<file path="config.mk">
export PLATFORM = sky130hd
export DESIGN_NAME = bilevel_boost_timer
export DESIGN_NICKNAME = d
export VERILOG_FILES = /design/src/rtl/bb_boost_pkg.sv /design/src/rtl/bb_change_det.sv /design/src/rtl/bb_oneshot.sv /design/src/rtl/bilevel_boost_timer.sv
export SDC_FILE = /design/constraint.sdc
export NUM_CORES = 1
export LEC_CHECK = 0
export BUFFER_PORTS_ARGS = -buffer_cell sky130_fd_sc_hd__buf_2
export CELL_PAD_IN_SITES_DETAIL_PLACEMENT = 1
export CELL_PAD_IN_SITES_GLOBAL_PLACEMENT = 1
export CORE_AREA = 4 4 84 86
export DETAILED_ROUTE_END_ITERATION = 10
export DIE_AREA = 0 0 88 90
export GPL_ROUTABILITY_DRIVEN = 1
export GPL_TIMING_DRIVEN = 0
export PLACE_DENSITY_LB_ADDON = 0.15
export REMOVE_ABC_BUFFERS = 1
export SETUP_SLACK_MARGIN = 0.5
export SYNTH_ARGS = -nofsm -noshare
export SYNTH_HDL_FRONTEND = slang
export SYNTH_SLANG_ARGS = --single-unit
</file>
<file path="constraint.sdc">
create_clock -name clk -period 2.2 [get_ports clk]
set_clock_uncertainty 0.1 [all_clocks]
set_input_delay 0.11 -clock clk [delete_from_list [all_inputs] [get_ports clk]]
set_output_delay 0.11 -clock clk [all_outputs]
set_load 0.02 [all_outputs]
</file>
<file path="src/rtl/bb_boost_pkg.sv">
package bb_boost_pkg;

  localparam int NUM_CH = 2;

  // Per-cycle decision taken by a boost channel
  typedef enum logic [2:0] {
    ACT_IDLE  = 3'd0,
    ACT_CLEAR = 3'd1,
    ACT_LOAD  = 3'd2,
    ACT_HOLD  = 3'd3,
    ACT_COUNT = 3'd4,
    ACT_END   = 3'd5
  } bb_act_e;

endpackage

</file>
<file path="src/rtl/bb_change_det.sv">
module bb_change_det #(
  parameter int W = 2
) (
  input  logic         clk,
  input  logic         rst_n,
  input  logic [W-1:0] state_i,
  output logic         chg_o
);

  logic [W-1:0] prev_q;
  logic         armed_q;

  // The first edge after reset only records the input
  always_ff @(posedge clk or negedge rst_n) begin
    if (!rst_n) begin
      prev_q  <= '0;
      armed_q <= 1'b0;
    end else begin
      prev_q  <= state_i;
      armed_q <= 1'b1;
    end
  end

  assign chg_o = armed_q && (state_i != prev_q);

  // A vector that holds its value across an edge reports no change
  p_no_chg_when_stable_r2: assert property (@(posedge clk) disable iff (!rst_n)
    (armed_q && $stable(state_i)) |-> !chg_o);

endmodule

</file>
<file path="src/rtl/bb_oneshot.sv">
module bb_oneshot
  import bb_boost_pkg::*;
#(
  parameter int DUR_W = 16
) (
  input  logic             clk,
  input  logic             rst_n,
  input  logic             inhibit,
  input  logic             hold,
  input  logic             fire,
  input  logic [DUR_W-1:0] dur_cfg,
  output logic             on_o
);

  localparam logic [DUR_W-1:0] ONE = DUR_W'(1);

  function automatic logic is_last(input logic [DUR_W-1:0] c);
    return c == ONE;
  endfunction

  logic [DUR_W-1:0] cnt_q;
  logic             on_q;
  logic             cfg_zero;
  bb_act_e          act;

  assign cfg_zero = (dur_cfg == '0);

  always_comb begin
    if (inhibit)                   act = ACT_CLEAR;
    else if (fire && !cfg_zero)    act = ACT_LOAD;
    else if (!on_q)                act = ACT_IDLE;
    else if (hold)                 act = ACT_HOLD;
    else if (is_last(cnt_q))       act = ACT_END;
    else                           act = ACT_COUNT;
  end

  always_ff @(posedge clk or negedge rst_n) begin
    if (!rst_n) begin
      cnt_q <= '0;
      on_q  <= 1'b0;
    end else begin
      case (act)
        ACT_CLEAR, ACT_END: begin
          cnt_q <= '0;
          on_q  <= 1'b0;
        end
        ACT_LOAD: begin
          cnt_q <= dur_cfg;
          on_q  <= 1'b1;
        end
        ACT_COUNT: cnt_q <= cnt_q - ONE;
        default: ;
      endcase
    end
  end

  assign on_o = on_q;

  p_inh_clear_r7: assert property (@(posedge clk) disable iff (!rst_n)
    inhibit |=> (!on_q && cnt_q == '0));

  p_load_full_r4: assert property (@(posedge clk) disable iff (!rst_n)
    (fire && !cfg_zero && !inhibit) |=> (on_q && cnt_q == $past(dur_cfg)));

  p_zero_no_start_r5: assert property (@(posedge clk) disable iff (!rst_n)
    (!on_q && !inhibit && cfg_zero) |=> !on_q);

  p_hold_freeze_r6: assert property (@(posedge clk) disable iff (!rst_n)
    (on_q && hold && !inhibit && !fire) |=> (on_q && $stable(cnt_q)));

  p_count_down_r2: assert property (@(posedge clk) disable iff (!rst_n)
    (on_q && !hold && !inhibit && !fire && cnt_q > ONE)
      |=> (on_q && cnt_q == $past(cnt_q) - ONE));

  p_active_has_count_r9: assert property (@(posedge clk) disable iff (!rst_n)
    on_q |-> (cnt_q != '0));

endmodule

</file>
<file path="src/rtl/bilevel_boost_timer.sv">
module bilevel_boost_timer
  import bb_boost_pkg::*;
#(
  parameter int DUR_W = 16,
  parameter int PH_W  = 2
) (
  input  logic             clk,
  input  logic             rst_n,
  input  logic             inhibit,
  input  logic             hold,
  input  logic [DUR_W-1:0] dur_cfg,
  input  logic [PH_W-1:0]  phase_a,
  input  logic [PH_W-1:0]  phase_b,
  output logic             boost_a,
  output logic             boost_b,
  output logic             busy_a,
  output logic             busy_b
);

  logic [PH_W-1:0]   ph   [NUM_CH];
  logic [NUM_CH-1:0] chg;
  logic [NUM_CH-1:0] on;

  assign ph[0] = phase_a;
  assign ph[1] = phase_b;

  for (genvar ch = 0; ch < NUM_CH; ch++) begin : g_chan
    bb_change_det #(.W(PH_W)) u_det (
      .clk     (clk),
      .rst_n   (rst_n),
      .state_i (ph[ch]),
      .chg_o   (chg[ch])
    );

    bb_oneshot #(.DUR_W(DUR_W)) u_shot (
      .clk     (clk),
      .rst_n   (rst_n),
      .inhibit (inhibit),
      .hold    (hold),
      .fire    (chg[ch]),
      .dur_cfg (dur_cfg),
      .on_o    (on[ch])
    );
  end

  assign boost_a = on[0];
  assign boost_b = on[1];
  assign busy_a  = on[0];
  assign busy_b  = on[1];

  p_inh_both_off_r7: assert property (@(posedge clk) disable iff (!rst_n)
    $past(inhibit) |-> (!boost_a && !boost_b));

  p_b_quiet_r3: assert property (@(posedge clk) disable iff (!rst_n)
    (!boost_b && !chg[1]) |=> !boost_b);

endmodule

</file>
==> flow_summary.ini <==
[setup_path]
reg2reg_slack_ns = 0.009
crit_type = flop to flop
r2r_end = g_chan[0].u_shot.cnt_q[10]$_DFFE_PN0P_
worstPathArrival_ns = 2.30
regToRegStartpoint = g_chan[0].u_shot.cnt_q[1]$_DFFE_PN0P_
path_common_cell = nand2b_4
cpPeakStageDelay_ns = 0.39
crit_fanout = 4
start_kind = flop
worstSetupEndpointType = flop
crit_end = g_chan[0].u_shot.cnt_q[10]$_DFFE_PN0P_
reg2reg_depth = 8
critical_path.slowest_cell = dfrtp_1
cp-startpoint = g_chan[0].u_shot.cnt_q[1]$_DFFE_PN0P_
critPathRequiredTime_ns = 2.31
cp_cell_sequence = inv_2 > ha_2 > nor4b_1 > and4b_2 > or3_4 > nand2b_4 > nand2b_4 > o311ai_2

[clocking]
cts_buffer_depth = 2
cts_root_buf = clkbuf_8
numCtsBuffers = 5
clock_sinks = 39
cts_tree = yes
htree_num_levels = 2
clock_latency_ns = 0.31
clkSlewWorstSetupHoldPaths_ns = 0.09

[job]
maxCapViolCount = 0

[route]
drt_wl_total_mm = 10.2
vias = 2710
route.detailed.drc = 0
viasPerCell = 6.05
ant_nets = 0
drt_pass1_iterations = 4
wl_per_cell_um = 22.7
initialDrtViolationCount = 102

[cells_and_area]
areaGrowthSynthToFinish_pct = 53.9
finalInstanceArea_um2 = 3760
diodes = 0
utilization_pct = 59.8
finalNetCount = 398
drive_gt1_share_pct = 45.0
fill_cells = 710

[outcome]
violations = hold timing
status = finished with violations

[sta]
relSlewSlack_pct = 34.4
tightestPinTransition_ns = 0.985
layout_min_cycle_time_ns = 2.19
hold_viol = 1
min_period_over_period_pct = 99.6
fmax_mhz = 456
hold_slack_ns = -0.00349
fin_ws_ns = 0.00919
setup_violations = 0
drv_slew = 0
rsz0062_at_grt = yes

[grt]
overflow = 0
grt_max_degree = 40
grt_use_total_pct = 23.3
grt_pass1_wl_mm = 14.5
grt_pass1_vias = 2799
antenna_found_initial = 0

[floorplanning]
rows = 29
start_util_pct = 38.9
coreArea_um2 = 6280
die_x_um = 88
fp.dieH_um = 90
io_pins = 28
die-area_um2 = 7920

[synthesis]
yosys-top-cells-area = dfrtp_1 (40%), a21oi_1 (6.6%), o21ai_0 (5.1%), nand2_1 (4.5%), nor2_1 (3.5%)
netlist_instances = 292
synth-async-reset-ratio_pct = 100
synthTopCellsByCount = dfrtp_1 (39), a21oi_1 (32), nand2_1 (29)
synth.top_cell.area_share_pct = 40.0
yosysMostFrequentCell = dfrtp_1
ys_ff_latch = 39
ys.warnings.count = 0
ys_types = 50
syn_area_um2 = 2440
synth_edf_count = 0
seq_area_frac_synth_pct = 40.0
synth_top_area_cell = dfrtp_1
syn_area_per_cell_um2 = 8.36
synth_ff_type = dfrtp_1

[placement]
dp_hpwl_mm = 5.71
place_ws_ns = -0.657
placed_cell_area_um2 = 2610
place_congestion = 0.853
placement.io_buffers = 27

[power]
vdd_drop_max_mv = 0.427
finalPower_mw = 2.46
leakagePower_nw = 1.59
p_per_area_nw_per_um2 = 654

[hold_path]
hold_class = input port to flop
-- sequential cells by signal, summed over array words and instances (netlist names) --
name,count
g_chan.u_det.prev_q,4
g_chan.u_shot.cnt_q,32
g_chan.u_shot.on_o,2
g_chan.u_det.armed_q,1
-- power by group --
group	switching, mW	internal [mW]	total [mW]
registers	0.0912	0.783	0.874
logic	0.504	0.417	0.921
clock network	0.295	0.368	0.663
total	0.891	1.57	2.46
-- how the worst min path moves through the flow --
stage	start	end	slack [ns]	depth (start not counted)
global route	dur_cfg[0]	g_chan[0].u_shot.cnt_q[0]$_DFFE_PN0P_	0.02	3
floorplan	rst_n	g_chan[0].u_det.prev_q[0]$_DFF_PN0_	-0.29	0
global placement	phase_b[0]	g_chan[1].u_det.prev_q[0]$_DFF_PN0_	0.14	1
CTS	dur_cfg[3]	g_chan[1].u_shot.cnt_q[3]$_DFFE_PN0P_	0.002	3
finish	dur_cfg[9]	g_chan[1].u_shot.cnt_q[9]$_DFFE_PN0P_	-0.003	3
detailed placement	phase_b[1]	g_chan[1].u_det.prev_q[1]$_DFF_PN0_	0.15	1
-- area by class of cell --
class                      count  area [um2]  area share, %
clock buffer                   6        82.6           2.20
clock inverter                 2        35.0          0.933
sequential                    39         980           26.1
multi-input combinational    234        1850           49.2
tap                           77        96.3           2.56
inverter                       7        26.3          0.700
timing repair buffer          83         689           18.4
-- cells in the final DEF (no fill, tap or decap), types with 3 or more instances in the layout --
master	instances
buf_12	3
nand2_1	25
inv_2	3
xnor2_1	6
dlygate4sd3_1	9
and3_1	9
o22ai_1	4
or3_1	3
buf_4	29
nor4_1	6
nor2_1	15
nor2_4	5
dfrtp_2	3
dfrtp_1	36
buf_2	27
inv_1	4
o22ai_2	3
nor2_2	4
nor2b_1	3
a22oi_1	7
xor2_1	7
nor3_2	3
or4_4	3
o21ai_0	5
or3_4	3
nor3_1	8
a21oi_1	16
buf_6	13
a21oi_2	14
nand3_1	6
nand2b_4	3
nor3_4	5
o21ai_2	6
clkbuf_8	6
o21ai_1	13
-- stage by stage --
step | cells | setup TNS (ns)
floorplan | 280 | -0.369
global placement | 384 | -8.36
detailed placement | 384 | -8.77
CTS | 426 | 0
global route | 448 | -0.210
finish | 448 | 0
-- per-layer routing --
| metal | wire length, um | part of all wire (%) | vias to the layer above | track usage, % |
|---|---|---|---|---|
| met1 | 4130 | 41 | 1410 | 28.2 |
| li1 | - | - | 1238 | - |
| met4 | 206 | 2.0 | 0 | 6.91 |
| met2 | 5550 | 54 | 44 | 42.0 |
| met3 | 295 | 2.9 | 18 | 3.11 |
| met5 | 0 | 0 | - | 0 |
-- worst max-delay path, delay by kind of cell, from the launching register on --
kind            cells  cell delay [ns]
simple gates        5             1.15
flops               1             0.39
compound gates      1             0.21
fa+ha+maj           1             0.18
buf+inv             1             0.07
-- cell families (layout without fill, tap and decap cells) --
| logic type | Yosys count | in the layout | synth area share [%] |
|---|---|---|---|
| simple gates | 126 | 126 | 27.2 |
| other cells | 1 | 1 | 0.154 |
| flops | 39 | 39 | 40.0 |
| buf+inv | 19 | 98 | 3.59 |
| fa+ha+maj | 4 | 4 | 2.05 |
| xor+xnor | 13 | 13 | 4.66 |
| compound gates | 90 | 90 | 22.4 |
-- what timing repair did --
action / 4_1_cts / 5_1_grt
hold buffers: 9 / 0
gates cloned: 0 / 1
pin swaps: 25 / 40
resized for setup: 78 / 63
endpoints found under the hold margin: 47 / 0
setup endpoints to repair: 34 / 34
buffers inserted: 25 / 21
Power figures use the tool's default switching activity.
